==> src/rtl/dcbm_pkg.sv <==
package dcbm_pkg;
   typedef enum logic [2:0] {
      ST_IDLE  = 3'd0,
      ST_REQ   = 3'd1,
      ST_ACK   = 3'd2,
      ST_DRIVE = 3'd3,
      ST_STRB  = 3'd4
   } dcbm_state_e;
endpackage

==> src/rtl/dcbm_chain.sv <==
module dcbm_chain (
   input  logic clk,
   input  logic rst_n,
   input  logic prec_in,
   input  logic trap,
   output logic prec_out
);
   logic prec_q;

   always_ff @(posedge clk or negedge rst_n) begin
      if (!rst_n) prec_q <= 1'b0;
      else        prec_q <= prec_in & ~trap;
   end

   assign prec_out = prec_q;

   AST_PASS_HAS_SOURCE: assert property (@(posedge clk) disable iff (!rst_n)
      prec_out |-> $past(prec_in));
endmodule

==> src/rtl/dcbm_seq.sv <==
module dcbm_seq
   import dcbm_pkg::*;
(
   input  logic        clk,
   input  logic        rst_n,
   input  logic        cmd_valid,
   input  logic        prec_in,
   input  logic        sel_n,
   input  logic        ack_in_n,
   input  logic        strb_in_n,
   input  logic        done_n,
   output dcbm_state_e state,
   output logic        trap,
   output logic        load,
   output logic        capture,
   output logic        done_pulse
);
   dcbm_state_e st_q, st_d;
   logic        sel_seen_q;
   logic        done_q;

   assign trap    = (st_q == ST_REQ) && prec_in && !sel_n;
   assign load    = (st_q == ST_IDLE) && (st_d == ST_REQ);
   assign capture = (st_q == ST_STRB) && !done_n;

   always_comb begin
      st_d = st_q;
      unique case (st_q)
         ST_IDLE:  if (cmd_valid && ack_in_n) st_d = ST_REQ;
         ST_REQ: begin
            if (trap)                   st_d = ST_ACK;
            else if (sel_seen_q && sel_n) st_d = ST_IDLE;
         end
         ST_ACK:   if (strb_in_n) st_d = ST_DRIVE;
         ST_DRIVE: st_d = ST_STRB;
         ST_STRB:  if (!done_n) st_d = ST_IDLE;
         default:  st_d = ST_IDLE;
      endcase
   end

   always_ff @(posedge clk or negedge rst_n) begin
      if (!rst_n) begin
         st_q       <= ST_IDLE;
         sel_seen_q <= 1'b0;
         done_q     <= 1'b0;
      end else begin
         st_q       <= st_d;
         sel_seen_q <= (st_q == ST_REQ) && st_d == ST_REQ && (sel_seen_q || !sel_n);
         done_q     <= capture;
      end
   end

   assign state      = st_q;
   assign done_pulse = done_q;

   AST_ABORT_ONLY_AFTER_SELECT: assert property (@(posedge clk) disable iff (!rst_n)
      (st_q == ST_IDLE && $past(st_q) == ST_REQ) |-> ($past(sel_seen_q) && $past(sel_n)));
   AST_DONE_ONE_CYCLE: assert property (@(posedge clk) disable iff (!rst_n)
      done_q |=> !done_q);
endmodule

==> src/rtl/dcbm_datapath.sv <==
module dcbm_datapath #(
   parameter int AW = 16,
   parameter int DW = 16,
   parameter int BW = 8
) (
   input  logic          clk,
   input  logic          rst_n,
   input  logic          load,
   input  logic          drive,
   input  logic          capture,
   input  logic          cmd_write,
   input  logic          cmd_byte,
   input  logic [AW-1:0] cmd_addr,
   input  logic [DW-1:0] cmd_wdata,
   input  logic [DW-1:0] bus_rdata,
   output logic [AW-1:0] bus_addr,
   output logic [DW-1:0] bus_wdata,
   output logic          bus_write_n,
   output logic          bus_byte_n,
   output logic [DW-1:0] rdata
);
   localparam int NLANES = DW / BW;

   if (AW < 1)           begin : g_bad_aw  $error("AW must be positive");          end
   if (BW < 1 || DW < BW) begin : g_bad_bw  $error("BW must be 1..DW");             end
   if (DW % BW != 0)     begin : g_bad_div $error("DW must be a multiple of BW");  end

   logic [AW-1:0] addr_q;
   logic [DW-1:0] wdata_q;
   logic          write_q;
   logic          byte_q;
   logic [DW-1:0] rdata_q;
   logic [DW-1:0] lane_mask;

   for (genvar g = 0; g < NLANES; g++) begin : g_lane
      if (g == 0) begin : g_low
         assign lane_mask[g*BW +: BW] = '1;
      end else begin : g_high
         assign lane_mask[g*BW +: BW] = {BW{~byte_q}};
      end
   end

   always_ff @(posedge clk or negedge rst_n) begin
      if (!rst_n) begin
         addr_q  <= '0;
         wdata_q <= '0;
         write_q <= 1'b0;
         byte_q  <= 1'b0;
         rdata_q <= '0;
      end else begin
         if (load) begin
            addr_q  <= cmd_addr;
            wdata_q <= cmd_wdata;
            write_q <= cmd_write;
            byte_q  <= cmd_byte;
         end
         if (capture) rdata_q <= bus_rdata & lane_mask;
      end
   end

   assign bus_addr    = drive ? addr_q : '0;
   assign bus_wdata   = (drive && write_q) ? (wdata_q & lane_mask) : '0;
   assign bus_write_n = ~(drive && write_q);
   assign bus_byte_n  = ~(drive && byte_q);
   assign rdata       = rdata_q;

   AST_BYTE_UPPER_QUIET: assert property (@(posedge clk) disable iff (!rst_n)
      (!bus_byte_n) |-> (bus_wdata[DW-1:BW] == '0));
   AST_READ_NO_DATA: assert property (@(posedge clk) disable iff (!rst_n)
      (bus_write_n) |-> (bus_wdata == '0));
   AST_ADDR_STABLE: assert property (@(posedge clk) disable iff (!rst_n)
      (drive && $past(drive)) |-> $stable(bus_addr));
endmodule

==> src/rtl/dcbm_master.sv <==
module dcbm_master
   import dcbm_pkg::*;
#(
   parameter int AW = 16,
   parameter int DW = 16,
   parameter int BW = 8
) (
   input  logic          clk,
   input  logic          rst_n,
   input  logic          cmd_valid,
   input  logic          cmd_write,
   input  logic          cmd_byte,
   input  logic [AW-1:0] cmd_addr,
   input  logic [DW-1:0] cmd_wdata,
   output logic          cmd_done,
   output logic [DW-1:0] cmd_rdata,
   output logic          bus_req_n,
   input  logic          bus_sel_n,
   input  logic          prec_in,
   output logic          prec_out,
   output logic          bus_ack_n,
   input  logic          bus_ack_in_n,
   output logic          bus_strb_n,
   input  logic          bus_strb_in_n,
   input  logic          bus_done_n,
   output logic          bus_oe,
   output logic [AW-1:0] bus_addr,
   output logic [DW-1:0] bus_wdata,
   input  logic [DW-1:0] bus_rdata,
   output logic          bus_write_n,
   output logic          bus_byte_n
);
   dcbm_state_e state;
   logic trap, load, capture, drive;

   dcbm_seq u_seq (
      .clk        (clk),
      .rst_n      (rst_n),
      .cmd_valid  (cmd_valid),
      .prec_in    (prec_in),
      .sel_n      (bus_sel_n),
      .ack_in_n   (bus_ack_in_n),
      .strb_in_n  (bus_strb_in_n),
      .done_n     (bus_done_n),
      .state      (state),
      .trap       (trap),
      .load       (load),
      .capture    (capture),
      .done_pulse (cmd_done)
   );

   dcbm_chain u_chain (
      .clk      (clk),
      .rst_n    (rst_n),
      .prec_in  (prec_in),
      .trap     (trap),
      .prec_out (prec_out)
   );

   assign drive = (state == ST_DRIVE) || (state == ST_STRB);

   dcbm_datapath #(.AW(AW), .DW(DW), .BW(BW)) u_dp (
      .clk         (clk),
      .rst_n       (rst_n),
      .load        (load),
      .drive       (drive),
      .capture     (capture),
      .cmd_write   (cmd_write),
      .cmd_byte    (cmd_byte),
      .cmd_addr    (cmd_addr),
      .cmd_wdata   (cmd_wdata),
      .bus_rdata   (bus_rdata),
      .bus_addr    (bus_addr),
      .bus_wdata   (bus_wdata),
      .bus_write_n (bus_write_n),
      .bus_byte_n  (bus_byte_n),
      .rdata       (cmd_rdata)
   );

   assign bus_req_n  = ~(state == ST_REQ);
   assign bus_ack_n  = ~((state == ST_ACK) || (state == ST_DRIVE));
   assign bus_strb_n = ~(state == ST_STRB);
   assign bus_oe     = drive;

   AST_REQ_WAITS_ACK_FREE: assert property (@(posedge clk) disable iff (!rst_n)
      $fell(bus_req_n) |-> $past(bus_ack_in_n));
   AST_ACK_DROPS_REQ: assert property (@(posedge clk) disable iff (!rst_n)
      (!bus_ack_n) |-> bus_req_n);
   AST_WIN_NOT_FORWARDED: assert property (@(posedge clk) disable iff (!rst_n)
      (!bus_ack_n && $past(bus_ack_n)) |-> !prec_out);
   AST_DRIVE_AFTER_CLEAR: assert property (@(posedge clk) disable iff (!rst_n)
      $rose(bus_oe) |-> $past(bus_strb_in_n));
   AST_STRB_NO_ACK: assert property (@(posedge clk) disable iff (!rst_n)
      (!bus_strb_n) |-> (bus_ack_n && bus_oe));
   AST_DONE_RELEASES: assert property (@(posedge clk) disable iff (!rst_n)
      $past(!bus_strb_n && !bus_done_n) |-> (bus_strb_n && !bus_oe && cmd_done));
endmodule

==> config.mk <==
export PLATFORM = sky130hd
export DESIGN_NAME = dcbm_master
export DESIGN_NICKNAME = d
export VERILOG_FILES = /design/src/rtl/dcbm_pkg.sv /design/src/rtl/dcbm_chain.sv /design/src/rtl/dcbm_seq.sv /design/src/rtl/dcbm_datapath.sv /design/src/rtl/dcbm_master.sv
export SDC_FILE = /design/constraint.sdc
export NUM_CORES = 1
export LEC_CHECK = 0
export BUFFER_PORTS_ARGS = -buffer_cell sky130_fd_sc_hd__buf_2
export CAP_MARGIN = 30
export CORE_MARGIN = 4
export CORE_UTILIZATION = 52
export CTS_BUF_LIST = sky130_fd_sc_hd__clkbuf_4 sky130_fd_sc_hd__clkbuf_8
export DETAILED_ROUTE_END_ITERATION = 12
export GPL_TIMING_DRIVEN = 0
export PLACE_DENSITY_LB_ADDON = 0.3
export SLEW_MARGIN = 20
export SYNTH_ARGS = -nofsm -noshare
export SYNTH_HDL_FRONTEND = slang
export SYNTH_SLANG_ARGS = --single-unit
==> constraint.sdc <==
create_clock -name clk -period 3 [get_ports clk]
set_input_delay 0.15 -clock clk [delete_from_list [all_inputs] [get_ports clk]]
set_output_delay 0.15 -clock clk [all_outputs]
set_load 0.005 [all_outputs]
* Word level (Yosys, flattened, before mapping)
Index checks and enable logic that the tools add are counted. W data, S select, Z words.
Word-level totals: output and inout port bits 56, flip-flop bits (word level) 56, input port bits 58
Cells by class: reductions and logical operators 16, equal/unequal tests 5, bitwise operators 10, multiplexer cells 8
Operator list (number):
- $and A16 B16 Y16 | 2
- $mux W16 | 2
- $mux W3 | 5
- $pmux W3 S5 | 1
- $logic_and A1 B1 Y1 | 10
- $not A1 Y1 | 7
- $eq A3 B1 Y1 const B | 2
- $eq A3 B2 Y1 const B | 2
- $eq A3 B3 Y1 const B | 1
- $logic_not A3 Y1 | 1
- $logic_or A1 B1 Y1 | 3
- $logic_not A1 Y1 | 2
- $and A1 B1 Y1 | 1

* Longest topological paths before layout
depth after elaboration 8, depth in mapped cells 6, mapped depth without buffers 3

* Modules after synthesis
Synthesis repeated with hierarchy kept, for this count alone.
Second synthesis, totals: cells, all modules 194, area, all modules 2623.8 um^2
By module, submodules not included:
- dcbm_datapath | seq. area each 1251.2 um^2, area an instance 2313.5 um^2, times used 1, cells an instance 162
- dcbm_seq | seq. area each 125.1 um^2, area an instance 235.2 um^2, times used 1, cells an instance 24
- dcbm_chain | seq. area each 25.0 um^2, area an instance 38.8 um^2, times used 1, cells an instance 2
- dcbm_master | seq. area each 0.0 um^2, area an instance 36.3 um^2, times used 1, cells an instance 6

* Least setup slack after synthesis
OpenSTA, ideal clock, no wires.
path kind reg2reg, start point register u_seq.st_q[1], in the netlist u_seq.state[1], end point register u_dp.rdata_q[5], in the netlist u_dp.rdata[5], data arrival time 1543 ps, period minus slack after synthesis 1668 ps, setup time 125 ps, data required time 2875 ps, buffers on the path 3, stages on the path, launching flop included 6, path slack 1332 ps, path through dfrtp_1 -> buf_6 -> or4b_1 -> buf_6 -> buf_8 -> mux2_4
Between the ends: cells in the longest elaborated chain, start to end 2
RTL lines:
- start, declared | line dcbm_seq.sv:18 | dcbm_state_e st_q, st_d;
- start signal, assigned | line dcbm_seq.sv:47 | st_q <= st_d;
- $eq A3 B3 Y1 | line dcbm_seq.sv:24 | assign capture = (st_q == ST_STRB) && !done_n;
- $logic_and A1 B1 Y1 | line dcbm_seq.sv:24
- end signal, assigned | line dcbm_datapath.sv:57 | if (capture) rdata_q <= bus_rdata & lane_mask;
- end, declared | line dcbm_datapath.sv:32 | logic [DW-1:0] rdata_q;
Every way passes these cells. A chain may end at the register's enable or synchronous reset.

* Worst setup path after layout
start point register u_seq.st_q[1], in the netlist u_seq.state[1], end point output bus_wdata[12]
Between the ends: cells in the longest elaborated chain, start to end 4, elaborated cells between the ends (all ways) 5, classes of those cells eq/ne: 2; mux: 1; reduce/logical: 2
RTL lines:
- $eq A3 B2 Y1 or $eq A3 B3 Y1 (tied branches) | line dcbm_master.sv:60 | assign drive = (state == ST_DRIVE) || (state == ST_STRB);
- $logic_or A1 B1 Y1 * | line dcbm_master.sv:60
- $logic_and A1 B1 Y1 * | line dcbm_datapath.sv:62 | assign bus_wdata = (drive && write_q) ? (wdata_q & lane_mask) : '0;
- $mux W16 * | line dcbm_datapath.sv:62
- end, declared | line dcbm_master.sv:28 | output logic [DW-1:0] bus_wdata,
Mark *: on every way between the ends. The rest lies on a longest branch, timed or not.

==> impl_metrics.env <==
export IMPL_post_route_cells_drive_above_1_share_pct=56.1
export IMPL_static_leakage_power_uw=0.00171
export IMPL_yosys_cell_count_top_type="sky130_fd_sc_hd__dfrtp_1"
export IMPL_fill_cells=342
export IMPL_synthesis_area_sq_mm=0.00245
export IMPL_final_antenna_diode_count=0
export IMPL_clkPwrFrac_pct=16.0
export IMPL_global_route_overflow_total=0
export IMPL_routed_wire_length_per_instance_um=14.7
export IMPL_p_int_uw=1810
export IMPL_grt_use_total_pct=19.1
export IMPL_worst_slew_pin_transition_ps=685
export IMPL_netlist_top_cells_area="sky130_fd_sc_hd__dfrtp_1 (57%), sky130_fd_sc_hd__mux2_2 (17%), sky130_fd_sc_hd__and2_1 (6.1%), sky130_fd_sc_hd__nand2b_1 (2.5%), sky130_fd_sc_hd__and3_1 (2.0%)"
export IMPL_crit_path_start_kind="register"
export IMPL_post_route_fraction_of_the_period_consumed_by_the_critical_path_pct=72.1
export IMPL_die_w_um=76.7
export IMPL_global_route_wire_length_before_repair_mm=9.09
export IMPL_hold_path_class="in2reg"
export IMPL_critical_path_endpoint_type="output port"
export IMPL_inserted_clock_buffers=5
export IMPL_critPathMaxStageDelay_ps=510
export IMPL_vias_per_cell=5.02
export IMPL_sw_frac_of_total_pct=30.1
export IMPL_pin_count=114
export IMPL_timing_fmax_ghz=0.462
export IMPL_num_rows=24
export IMPL_power_net_switching_uw=780
export IMPL_fin_setup_tns_ps=0
export IMPL_report_final_slew_viol_count=0
export IMPL_fin_worst_skew_ps=4.73
export IMPL_synthCells=190
export IMPL_comb_power_share_pct=35.7
export IMPL_tritoncts="done"
export IMPL_worstPathArrival_ps=2010
export IMPL_finalHoldViolations=0
export IMPL_nets=369
export IMPL_synthesis_yosys_warnings=0
export IMPL_postSynthAreaPerCell_sq_um=12.9
export IMPL_instances_no_fill=364
export IMPL_place_congestion=0.744
export IMPL_ant_nets=0
export IMPL_grt_max_degree=57
export IMPL_clock_sinks=56
export IMPL_dr_pass1_iters=4
export IMPL_clock_tree_htree_level_count=2
export IMPL_final_setup_viol_count=0
export IMPL_crit_fanout=9
export IMPL_netlist_top_cell_by_area="sky130_fd_sc_hd__dfrtp_1"
export IMPL_synth_sequential_area_ratio_pct=57.1
export IMPL_crit_path_top_delay_cell="sky130_fd_sc_hd__or3b_2"
export IMPL_1st_iter_drt_viols=89
export IMPL_root_buffer="sky130_fd_sc_hd__clkbuf_8"
export IMPL_power_density_mw_per_mm2=812
export IMPL_fp_coreArea_sq_mm=0.00447
export IMPL_max_slew_margin_pct=54.4
export IMPL_p_seq_share_pct=48.3
export IMPL_finalCriticalPeriod_ps=2160
export IMPL_post_route_drc_count=0
export IMPL_initial_utilization_pct=54.9
export IMPL_totalPowerFinal_uw=2590
export IMPL_detailed_place_hpwl_mm=4.09
export IMPL_max_clock_path_buffers=2
export IMPL_post_synth_most_frequent_cells="sky130_fd_sc_hd__dfrtp_1 (56), sky130_fd_sc_hd__mux2_2 (38), sky130_fd_sc_hd__and2_1 (24), sky130_fd_sc_hd__nand2_1 (11), sky130_fd_sc_hd__nand2b_1 (10)"
export IMPL_dieArea_sq_mm=0.00588
export IMPL_synthArstFlopShare_pct=100
export IMPL_critPathKind="reg2out"
export IMPL_cp_required_ps=2850
export IMPL_worst_skew_pair_late_latency_ps=300
export IMPL_rsz0062_at_grt="false"
export IMPL_dp_cells=355
export IMPL_vias=1829
export IMPL_first_global_vias=1908
export IMPL_area_delta_synth_final_pct=30.0
export IMPL_synth_edf_count=0
export IMPL_floorplan_die_height_um=76.7
export IMPL_vdd_ir_drop_max_uv=417
export IMPL_synth_flop_cell="sky130_fd_sc_hd__dfrtp_1"
export IMPL_ys_ff_latch=56
export IMPL_top_area_cell_type_share_of_the_netlist_area_pct=57.1
export IMPL_clkTransAtPathRegs_ps=90
export IMPL_io_buffer_count=113
export IMPL_synthDistinctLibCells=28
export IMPL_post_cts_resized=0
export IMPL_run_status="completed"
export IMPL_max_cap_viol_count=0
export IMPL_path_cells="buf_6, or3b_2, a21oi_1, and2_1, buf_2"
export IMPL_drt_total_wl_mm=5.36
export IMPL_antenna_found_initial=0
export IMPL_syn_nets=248
[power groups by stage]
stage,Sequential (uW),Clock [uW],Combinational [uW]
floorplan,1240,0,594
global placement,1250,0,910
detailed placement,1270,0,940
CTS,1250,428,945
global route,1300,458,1030
finish,1250,413,924
[cell usage in the layout (no fill, tap or decap), types with 6 or more instances in the layout]
master,n
sky130_fd_sc_hd__nand2b_1,10
sky130_fd_sc_hd__and2_1,24
sky130_fd_sc_hd__buf_2,117
sky130_fd_sc_hd__nand2_1,11
sky130_fd_sc_hd__o21ai_0,9
sky130_fd_sc_hd__clkbuf_8,6
sky130_fd_sc_hd__and3_1,8
sky130_fd_sc_hd__mux2_2,38
sky130_fd_sc_hd__dfrtp_1,56
[critical path: cells and delay by family, from the launching register on]
kind	cells	cell delay, ps
simple gates	2	700
flops	1	390
compound gates	1	380
buf+inv	2	250
[what timing repair did]
action,4_1_cts,5_1_grt
setup endpoints to repair,0,0
endpoints found under the hold margin,56,0
hold buffers,1,0
buffers inserted,0,0
[through the flow]
stage	util (%)	worst slack, ps	instance area [sq um]	hold slack (ps)
finish	71.3	837	3190	41.5
global route	71.3	704	3190	54.1
CTS	71.3	811	3190	36.4
global placement	69.0	1110	3090	356
detailed placement	69.0	1120	3090	240
floorplan	-	1330	2450	-146
[flip-flops by register name (all words and copies together) (netlist names)]
| register | count |
|---|---|
| u_dp.wdata_q | 16 |
| u_seq.state | 3 |
| u_seq.done_pulse | 1 |
| u_chain.prec_out | 1 |
| u_seq.sel_seen_q | 1 |
| u_dp.write_q | 1 |
| u_dp.addr_q | 16 |
| u_dp.byte_q | 1 |
| u_dp.rdata | 16 |
[worst paths after layout]
path,cells past startpoint,slack [ps],startpoint,end
setup / recovery,5,840,u_seq.state[1]$_DFF_PN0_,bus_wdata[12]
hold / removal,2,40,bus_sel_n,u_seq.sel_seen_q$_DFF_PN0_
setup reg to reg,3,1160,u_seq.state[2]$_DFF_PN0_,u_dp.wdata_q[3]$_DFFE_PN0P_
hold reg to reg,2,480,u_dp.rdata[13]$_DFFE_PN0P_,u_dp.rdata[13]$_DFFE_PN0P_
max in group asynchronous,2,2120,rst_n,u_dp.wdata_q[13]$_DFFE_PN0P_
min in group asynchronous,2,440,rst_n,u_dp.rdata[4]$_DFFE_PN0P_
[metal layers]
metal,vias to the layer above,GRT usage [%],share of wire [%]
li1,881,-,-
met1,879,22.5,39
met2,63,33.6,52
met3,6,5.97,8.1
met4,0,4.89,0.90
met5,-,0,0
[kinds of logic (layout without fill, tap and decap cells)]
kind of cell | after synthesis | after routing | share of synthesized area (%)
muxes | 43 | 43 | 20.2
buffers and inverters | 14 | 136 | 3.52
AOI/OAI and AO/OA | 14 | 14 | 3.16
DFF | 56 | 56 | 57.1
and+or+nand+nor | 63 | 63 | 16.1
[layout make-up]
cell class	count	area [sq um]	share of cell area, %
buffer	11	75.1	2.35
sequential	56	1400	43.9
clock inverter	2	10.0	0.314
inverter	3	11.3	0.353
timing repair buffer	114	578	18.1
tap	52	65.1	2.04
clock buffer	6	82.6	2.59
multi-input combinational	120	967	30.3
Power figures use the tool's default switching activity.
